**src/rtl/tmr_pkg.sv**
```systemverilog
package tmr_pkg;
  localparam int CFG_W       = 10;
  localparam int B_EN        = 0;
  localparam int B_CONT      = 1;
  localparam int B_PWM       = 2;
  localparam int B_IEN       = 3;
  localparam int B_POL       = 7;
  localparam int B_ZERO      = 8;
  localparam int B_HALT      = 9;
  localparam int OFF_CFG     = 0;
  localparam int OFF_CNT     = 4;
  localparam int OFF_REF     = 8;
  localparam int STATUS_ADDR = 8'h60;
  localparam int REF_FLAG_LSB = 8;
endpackage

```
**src/rtl/tmr_channel.sv**
```systemverilog
module tmr_channel
  import tmr_pkg::*;
#(
  parameter int CW = 16
) (
  input  logic             clk,
  input  logic             rst,
  input  logic             tick,
  input  logic             cfg_we,
  input  logic             cnt_we,
  input  logic             ref_we,
  input  logic [CFG_W-1:0] cfg_wdata,
  input  logic [CW-1:0]    val_wdata,
  output logic [CFG_W-1:0] cfg_q,
  output logic [CW-1:0]    cnt_q,
  output logic [CW-1:0]    ref_q,
  output logic             hit,
  output logic             pwm_q
);
  logic halt_q;
  logic run;

  assign run = cfg_q[B_EN] && !halt_q && tick;
  assign hit = run && (cnt_q == ref_q);

  always_ff @(posedge clk) begin
    if (rst) begin
      cfg_q  <= '0;
      cnt_q  <= '0;
      ref_q  <= '0;
      halt_q <= 1'b0;
      pwm_q  <= 1'b0;
    end else begin
      if (cfg_we) begin
        cfg_q         <= cfg_wdata;
        cfg_q[B_ZERO] <= 1'b0;
      end
      if (ref_we) ref_q <= val_wdata;

      if (cfg_we && cfg_wdata[B_ZERO]) begin
        cnt_q  <= '0;
        halt_q <= 1'b0;
      end else if (cnt_we) begin
        cnt_q  <= val_wdata;
        halt_q <= 1'b0;
      end else if (run) begin
        if (hit && cfg_q[B_CONT])      cnt_q  <= '0;
        else if (hit && cfg_q[B_HALT]) halt_q <= 1'b1;
        else                           cnt_q  <= cnt_q + 1'b1;
      end
      if (cfg_we && cfg_wdata[B_EN]) halt_q <= 1'b0;

      pwm_q <= cfg_q[B_POL] ^ (cfg_q[B_PWM] && (cnt_q < ref_q));
    end
  end
endmodule

```
**src/rtl/tmr_status.sv**
```systemverilog
module tmr_status #(
  parameter int NUM_CH = 6
) (
  input  logic              clk,
  input  logic              rst,
  input  logic [NUM_CH-1:0] hit,
  input  logic [NUM_CH-1:0] ien,
  input  logic              clr_we,
  input  logic [NUM_CH-1:0] clr_irq,
  input  logic [NUM_CH-1:0] clr_ref,
  output logic [NUM_CH-1:0] irq_flags,
  output logic [NUM_CH-1:0] ref_flags,
  output logic              irq_out
);
  logic [NUM_CH-1:0] irq_next, ref_next;

  always_comb begin
    irq_next = irq_flags;
    ref_next = ref_flags;
    if (clr_we) begin
      irq_next = irq_next & ~clr_irq;
      ref_next = ref_next & ~clr_ref;
    end
    irq_next = irq_next | (hit & ien);
    ref_next = ref_next | hit;
  end

  always_ff @(posedge clk) begin
    if (rst) begin
      irq_flags <= '0;
      ref_flags <= '0;
      irq_out   <= 1'b0;
    end else begin
      irq_flags <= irq_next;
      ref_flags <= ref_next;
      irq_out   <= |irq_next;
    end
  end
endmodule

```
**src/rtl/tmr_bank.sv**
```systemverilog
module tmr_bank
  import tmr_pkg::*;
#(
  parameter int NUM_CH     = 6,
  parameter int NUM_NARROW = 4,
  parameter int NARROW_W   = 16,
  parameter int WIDE_W     = 20,
  parameter int ADDR_W     = 8,
  parameter int DATA_W     = 32
) (
  input  logic              clk,
  input  logic              rst,
  input  logic              tick_en,
  input  logic              bus_wr,
  input  logic              bus_rd,
  input  logic [ADDR_W-1:0] bus_addr,
  input  logic [DATA_W-1:0] bus_wdata,
  output logic [DATA_W-1:0] bus_rdata,
  output logic [NUM_CH-1:0] pwm_out,
  output logic              irq_out
);
  localparam int SEL_W = ADDR_W - 4;

  logic [SEL_W-1:0] ch_sel;
  logic [3:0]       reg_off;
  logic             status_hit;

  logic [NUM_CH-1:0][CFG_W-1:0]  cfg_all;
  logic [NUM_CH-1:0][WIDE_W-1:0] cnt_all;
  logic [NUM_CH-1:0][WIDE_W-1:0] ref_all;
  logic [NUM_CH-1:0]             hit;
  logic [NUM_CH-1:0]             ien;
  logic [NUM_CH-1:0]             irq_flags, ref_flags;
  logic [DATA_W-1:0]             rd_val;

  assign ch_sel     = bus_addr[ADDR_W-1:4];
  assign reg_off    = bus_addr[3:0];
  assign status_hit = (bus_addr == ADDR_W'(STATUS_ADDR));

  for (genvar i = 0; i < NUM_CH; i++) begin : g_ch
    localparam int CW = (i < NUM_NARROW) ? NARROW_W : WIDE_W;
    logic          sel;
    logic [CW-1:0] cnt_w, ref_w;

    assign sel = bus_wr && (ch_sel == SEL_W'(i));

    tmr_channel #(.CW(CW)) u_ch (
      .clk       (clk),
      .rst       (rst),
      .tick      (tick_en),
      .cfg_we    (sel && reg_off == 4'(OFF_CFG)),
      .cnt_we    (sel && reg_off == 4'(OFF_CNT)),
      .ref_we    (sel && reg_off == 4'(OFF_REF)),
      .cfg_wdata (bus_wdata[CFG_W-1:0]),
      .val_wdata (bus_wdata[CW-1:0]),
      .cfg_q     (cfg_all[i]),
      .cnt_q     (cnt_w),
      .ref_q     (ref_w),
      .hit       (hit[i]),
      .pwm_q     (pwm_out[i])
    );

    assign cnt_all[i] = WIDE_W'(cnt_w);
    assign ref_all[i] = WIDE_W'(ref_w);
    assign ien[i]     = cfg_all[i][B_IEN];
  end

  tmr_status #(.NUM_CH(NUM_CH)) u_status (
    .clk       (clk),
    .rst       (rst),
    .hit       (hit),
    .ien       (ien),
    .clr_we    (bus_wr && status_hit),
    .clr_irq   (bus_wdata[NUM_CH-1:0]),
    .clr_ref   (bus_wdata[REF_FLAG_LSB +: NUM_CH]),
    .irq_flags (irq_flags),
    .ref_flags (ref_flags),
    .irq_out   (irq_out)
  );

  always_comb begin
    rd_val = '0;
    if (status_hit) begin
      rd_val[NUM_CH-1:0]             = irq_flags;
      rd_val[REF_FLAG_LSB +: NUM_CH] = ref_flags;
    end else begin
      for (int i = 0; i < NUM_CH; i++) begin
        if (ch_sel == SEL_W'(i)) begin
          case (reg_off)
            4'(OFF_CFG): rd_val = DATA_W'(cfg_all[i]);
            4'(OFF_CNT): rd_val = DATA_W'(cnt_all[i]);
            4'(OFF_REF): rd_val = DATA_W'(ref_all[i]);
            default:     rd_val = '0;
          endcase
        end
      end
    end
  end

  always_ff @(posedge clk) begin
    if (rst)         bus_rdata <= '0;
    else if (bus_rd) bus_rdata <= rd_val;
  end
endmodule

```
**config.mk**
```make
export PLATFORM = sky130hd
export DESIGN_NAME = tmr_bank
export DESIGN_NICKNAME = d
export VERILOG_FILES = /design/src/rtl/tmr_pkg.sv /design/src/rtl/tmr_channel.sv /design/src/rtl/tmr_status.sv /design/src/rtl/tmr_bank.sv
export SDC_FILE = /design/constraint.sdc
export NUM_CORES = 1
export LEC_CHECK = 0
export BUFFER_PORTS_ARGS = -buffer_cell sky130_fd_sc_hd__buf_4
export CAP_MARGIN = 20
export CORE_UTILIZATION = 63
export DETAILED_ROUTE_END_ITERATION = 12
export HOLD_SLACK_MARGIN = 0.05
export PLACE_DENSITY = 0.85
export SYNTH_ARGS = -nofsm -noshare
export SYNTH_HDL_FRONTEND = slang
export SYNTH_SLANG_ARGS = --single-unit
```
**constraint.sdc**
```tcl
create_clock -name clk -period 3 [get_ports clk]
set_input_delay 0.3 -clock clk [delete_from_list [all_inputs] [get_ports clk]]
set_output_delay 0.3 -clock clk [all_outputs]
set_load 0.01 [all_outputs]
```
# Yosys cells after proc, flatten, opt, wreduce, memory -nomap -nowiden
# Cells that the tools add are included.
[totals]
register_bits = 319
output_inout_bits = 39
wordCells = 239
[classes]
n_addsub = 6
n_lt_le_gt_ge = 6
n_eq_ne = 20
n_mux = 42
bitwise = 19
n_reduce_logical = 112
[ops]
columns = ["op", "count"]
rows = [
  ["16-bit 2-to-1 mux", 17],
  ["16-bit case mux with 3 select lines", 4],
  ["20-bit 2-to-1 mux", 8],
  ["32-bit 2-to-1 mux", 5],
  ["20-bit case mux with 3 select lines", 2],
  ["1-bit logical AND", 73],
  ["16-bit by 1-bit adder with 16-bit output (second input constant)", 4],
  ["16-bit equality test", 4],
  ["16-bit less-than comparator", 4],
  ["20-bit by 1-bit adder with 20-bit output (second input constant)", 2],
  ["20-bit equality test", 2],
  ["20-bit less-than comparator", 2],
  ["6-bit 2-to-1 mux", 4],
  ["4-bit OR reduction", 6],
  ["6-bit AND", 3],
  ["18-bit 2-to-1 mux", 1],
  ["3-bit by 1-bit != test with 1-bit output (second input constant)", 6],
  ["3-bit AND reduction", 6],
  ["4-bit by 3-bit equality test with 1-bit output (second input constant)", 3],
  ["6-bit NOT", 2],
  ["6-bit OR", 2],
  ["2-bit AND reduction", 6],
  ["2-bit nonzero test", 6],
  ["2-bit OR reduction", 6],
  ["other kinds (10)", 27],
]

# Longest topological paths before layout
[logic_depth]
word_depth = 9
ltp_mapped = 10

# Hierarchy
# Synthesis repeated with hierarchy kept, for this count alone.
[unflattened]
cells_unflattened = 2366
area_unflattened_um2 = 19503.7
[modules_own_cells]
columns = ["module", "n_inst", "cells_each", "area_each_um2", "seq_area_each_um2"]
rows = [
  ["tmr_channel (g_ch[0].u_ch ...)", 4, 288, 2437.3, 860.8],
  ["tmr_bank", 1, 484, 3453.3, 400.4],
  ["tmr_channel (g_ch[5].u_ch)", 1, 343, 2944.1, 1021.0],
  ["tmr_channel (g_ch[4].u_ch)", 1, 329, 2856.5, 1021.0],
  ["tmr_status", 1, 58, 500.5, 260.2],
]

# Worst setup path before layout
# OpenSTA, ideal clock, no wires.
[synth_path]
kind = "register to register"
start = "register g_ch[4].u_ch.ref_q[17]"
end = "register g_ch[4].u_ch.cnt_q[0]"
setup_ns = 0.128
arrival_time_ns = 2.277
setup_slack_ns = 0.595
stages_incl_launch_ff = 10
n_path_buf = 1
period_less_slack_ns = 2.405
path_cell_list = "dfxtp_1 -> inv_1 -> ha_1 -> nand4_1 -> or4_1 -> o311ai_4 -> buf_4 -> nor2_1 -> a221oi_1 -> nor2_1"
[synth_between]
elab_chain_cells = 6
[synth_lines]
columns = ["element", "line_no", "source"]
rows = [
  ["start: declaration", "tmr_channel.sv:16", "output logic [CW-1:0] ref_q,"],
  ["start signal: assignment", "tmr_channel.sv:38", "if (ref_we) ref_q <= val_wdata;"],
  ["20-bit equality test *", "tmr_channel.sv:24", "assign hit = run && (cnt_q == ref_q);"],
  ["1-bit logical AND *", "tmr_channel.sv:24", ""],
  ["1-bit logical AND", "tmr_channel.sv:47", "if (hit && cfg_q[B_CONT]) cnt_q <= '0;"],
  ["20-bit 2-to-1 mux", "tmr_channel.sv:47", ""],
  ["20-bit 2-to-1 mux", "tmr_channel.sv:46", "end else if (run) begin"],
  ["20-bit 2-to-1 mux", "tmr_channel.sv:43", "end else if (cnt_we) begin"],
  ["end signal: assignment", "tmr_channel.sv:44", "cnt_q <= val_wdata;"],
  ["end signal: assignment", "tmr_channel.sv:49", "else cnt_q <= cnt_q + 1'b1;"],
  ["end: declaration", "tmr_channel.sv:15", "output logic [CW-1:0] cnt_q,"],
]
# Mark *: on every way between the ends. The rest lies on a longest branch, timed or not. The select of a mux whose other input is x is not followed.
# A chain may end at the register's enable or synchronous reset.

# Final worst setup path
[layout_path]
start = "register g_ch[4].u_ch.cnt_q[5]"
end = "register u_status.irq_out"
[layout_between]
elab_chain_cells = 5
[layout_lines]
columns = ["element", "line_no", "source"]
rows = [
  ["20-bit equality test", "tmr_channel.sv:24", ""],
  ["1-bit logical AND", "tmr_channel.sv:24", ""],
  ["6-bit AND", "tmr_status.sv:24", "irq_next = irq_next | (hit & ien);"],
  ["6-bit OR", "tmr_status.sv:24", ""],
  ["6-bit OR reduction", "tmr_status.sv:36", "irq_out <= |irq_next;"],
  ["end signal: assignment", "tmr_status.sv:36", ""],
  ["end: declaration", "tmr_status.sv:13", "output logic irq_out"],
]
# No other way between the ends.

==> results.txt <==
----------------------------------------------------
[STA]
  Slew of the pin with the lowest slew margin ... 0.911 ns
  Slew Limit Fails ... 0
  Final setup skew ... 0.0225 ns
  Max Clock Freq ... 0.363 GHz
  Post-Route Setup TNS ... 0 ns
  Share of the cycle needed by the critical path after routing ... 0.918
  # setup viols final ... 0
  Final Hold Slack ... 0.0558 ns
  Setup WS post-layout ... 0.246 ns
  Max transition margin ... 0.387
  Unrepaired setup endpoints after global routing ... no
  Hold Fails Final Rpt ... 0
  Min Clock Period, post-route ... 2.75 ns

[Setup path]
  R2r startpoint ... g_ch[4].u_ch.cnt_q[5]
  Maximum fanout along the worst path ... 7
  CP peak stage delay ... 0.65 ns
  Ordered cell list for the critical path ... ha_1, nand4_1, or4_1, nor3_1, buf_4, a22oi_1, a31oi_1
  Worst reg2reg setup slack ... 0.25 ns
  Critical path startpoint category ... flip-flop
  Depth of the most critical reg-to-reg path ... 7
  Data required, critical path ... 3.41 ns
  End of the worst register-to-register path ... u_status.irq_out
  Worst EP arrival ... 3.16 ns
  Number of buffer and inverter stages on the critical path ... 1
  Start point of the critical path ... g_ch[4].u_ch.cnt_q[5]
  End point of the critical path ... u_status.irq_out
  Critical Path End Type ... flip-flop
  CP Depth ... 7
  Cell family with the largest share of critical-path delay ... simple AND/OR/NAND/NOR gates
  Type of the worst setup path ... reg -> reg
  Worst path slowest cell ... sky130_fd_sc_hd__or4_1

[Place]
  HPWL reported at the end of detailed placement ... 49000 µm
  # port buffers ... 59
  Worst slack after detailed placement ... 0.359 ns
  Placed cells ... 2880
  Routability Congestion ... 1.04

[Synth]
  Complex-gate fraction of the synthesized area ... 0.239
  Post-synthesis cell type count ... 86
  Fraction of the mapped netlist area in adder cells ... 0.0722
  Share of synthesized area occupied by flip-flops and latches ... 0.322
  Combinational family with the most area after synthesis ... simple AND/OR/NAND/NOR gates
  Number of flops mapped to enable cells by yosys ... 0
  Mux share of post-synthesis cell area ... 0.0416
  Count of mapped cells out of synthesis ... 2498
  Number of flip-flops and latches in the synthesized netlist ... 307
  Yosys warnings ... 0
  Area fraction in and, or, nand and nor cells after synthesis ... 0.249
  Area leader, netlist ... sky130_fd_sc_hd__dfxtp_1
  Proportion of register bits with asynchronous set or reset after synthesis ... 0
  Xor-xnor portion of the synthesized cell area ... 0.00873
  Avg Synthesized Cell Area ... 7.63 µm²
  Fraction of post-synthesis cell area in the top cell type by area ... 0.322
  Top FF cell, synth ... sky130_fd_sc_hd__dfxtp_1
  Top area cells in the synthesized netlist ... sky130_fd_sc_hd__dfxtp_1 32%, sky130_fd_sc_hd__ha_1 7.2%, sky130_fd_sc_hd__a21oi_1 7.2%
  Netlist area before placement ... 19100 µm²

[Pwr]
  Fraction of power spent switching nets ... 0.256
  Internal power consumption ... 6.84 mW
  Combinational share of power ... 0.074
  Peak supply drop ... 409 µV
  Sequential share of power ... 0.447
  Sw Pwr ... 2.35 mW
  Part of the power in the clock network ... 0.479
  Pwr Density ... 431 nW/µm²
  Static leakage ... 7.83 nW

[Floorplanning]
  Die height ... 176 µm
  Initial standard-cell utilization of the core ... 0.642
  Count of pins on the block boundary ... 84
  Die X-Extent ... 176 µm
  Floorplan core area ... 29700 µm²
  Full die area ... 31000 µm²
  Site Rows ... 63

[Clocking]
  CTS tree ... done
  Clock-pin slew on the worst setup and hold paths ... 0.06 ns
  CTS root buf ... sky130_fd_sc_hd__clkbuf_16
  Setup repair bufs after CTS ... 0
  Clock sink count ... 307
  H-tree depth ... 2
  Post-cts sizing count ... 0
  Hold buffers post-CTS ... 0
  Maximum count of clock buffers along a single path ... 3
  Total clock buffers created by CTS ... 36
  Latest clock arrival within the worst-skew pair ... 0.54 ns

[Status]
  Result of the run ... finished clean

[Route]
  DRT antenna net count ... 0
  First-pass detailed-route iteration total ... 6
  Routed vias/inst ... 6.99
  DR DRC count ... 0
  Number of vias in the routed layout ... 20600
  Average wire length per cell after detail routing ... 24.3 µm
  Sum of routed wire length over all layers ... 71700 µm
  Count of routing violations after the opening detailed-route iteration ... 2990

[Job]
  MaxCap Viol Count ... 0

[Layout]
  P&R area growth vs syn ... 11.7%
  Core utilization of the finished layout ... 0.717
  Number of nets in the layout ... 2683
  Number of fill cells ... 2363
  Commonest cells after routing, fill and taps aside ... 317 x sky130_fd_sc_hd__nand2_1, 307 x sky130_fd_sc_hd__dfxtp_1, 273 x sky130_fd_sc_hd__a21oi_1
  Proportion of layout cells with a drive suffix above 1 ... 0.106
  Commonest non-fill, non-tap cell in the layout ... sky130_fd_sc_hd__nand2_1
  Final standard cell count with taps included and fillers excluded ... 2946

[Global route]
  Antenna violations before repair ... 0
  Number of global-route vias before repair ... 19300
  Largest net degree at the start of global routing ... 94
  Global Route Usage Sum ... 0.456
  Overflow after GRT ... 0
  Global-route wire length before repair ... 109000 µm

[Worst hold path]
  Worst hold path cell count ... 3
  Min-Delay Path Class ... in -> reg

----------------------------------------------------
-- power groups by stage --
| stage | registers, mW | logic (mW) | clock network [mW] |
|---|---|---|---|
| floorplan | 4.19 | 0.357 | 0 |
| global placement | 4.20 | 0.624 | 0 |
| detailed placement | 4.20 | 0.632 | 0 |
| CTS | 4.11 | 0.636 | 4.38 |
| global route | 4.11 | 0.684 | 4.56 |
| finish | 4.11 | 0.678 | 4.40 |
-- cell usage after synthesis (all sizes together), types with 21 or more instances --
library cell  instances
nand2               319
dfxtp               307
a21oi               273
nor2                166
nand3               162
o21ai               132
inv                 123
clkbuf              121
ha                  110
a22oi                72
mux2i                68
buf                  63
and3                 46
nand4                42
nor3                 41
a31oi                38
nor2b                33
nor4                 29
a22o                 25
o22ai                24
nor3b                22
a221oi               21
-- worst min-delay path by stage --
stage | startpoint | to | slack [ns]
after global placement | g_ch[0].u_ch.cfg_q[5] | g_ch[0].u_ch.cfg_q[5] | 0.44
final | bus_wdata[16] | g_ch[5].u_ch.cnt_q[16] | 0.06
after CTS | bus_wdata[16] | g_ch[5].u_ch.cnt_q[16] | 0.05
after global routing | bus_wdata[16] | g_ch[5].u_ch.cnt_q[16] | 0.08
after floorplan | bus_wdata[16] | g_ch[5].u_ch.cnt_q[16] | 0.41
after detailed placement | g_ch[3].u_ch.cfg_q[4] | g_ch[3].u_ch.cfg_q[4] | 0.45
-- tightest hold or removal path: stages --
cell                      delay (ns)
sky130_fd_sc_hd__buf_4          0.13
sky130_fd_sc_hd__nand2_1        0.06
sky130_fd_sc_hd__o21ai_0        0.06
-- state kept, by name, indices dropped and copies added, names as in the netlist --
name                flops
bus_rdata              20
g_ch.u_ch.cfg_q        54
g_ch.u_ch.cnt_q       104
g_ch.u_ch.halt_q        6
g_ch.u_ch.pwm_q         6
g_ch.u_ch.ref_q       104
u_status.irq_flags      6
u_status.irq_out        1
u_status.ref_flags      6
-- kinds of logic after synthesis --
kind of cell    count (synthesis)
other cells                     1
fa+ha+maj                     110
compound gates                722
flops                         307
mux                            78
xor+xnor                       19
buf+inv                       309
simple gates                  952
-- area by class of cell --
| cell class | count | area [µm²] | share of cell area |
|---|---|---|---|
| Tap cell | 390 | 488 | 0.0229 |
| Timing Repair Buffer | 165 | 1310 | 0.0613 |
| Sequential cell | 307 | 6150 | 0.289 |
| Inverter | 125 | 469 | 0.0220 |
| Antenna cell | 2 | 5.00 | 0.000235 |
| Clock buffer | 53 | 1080 | 0.0505 |
| Multi-Input combinational cell | 1893 | 11700 | 0.550 |
| Clock inverter | 11 | 91.3 | 0.00429 |
-- metrics by stage --
stage	area, µm²	total power [mW]
finish	21300	9.19
global route	21300	9.35
CTS	21300	9.13
detailed placement	20100	4.83
global placement	20100	4.82
floorplan	19100	4.55
-- metal layers --
metal	share of wire	vias up	GRT usage
met3	0.14	345	0.114
met4	0.074	0	0.294
met1	0.36	9612	0.582
met2	0.42	1496	0.685
li1	-	9136	-
met5	0	-	0
(Power assumes the default switching activity.)
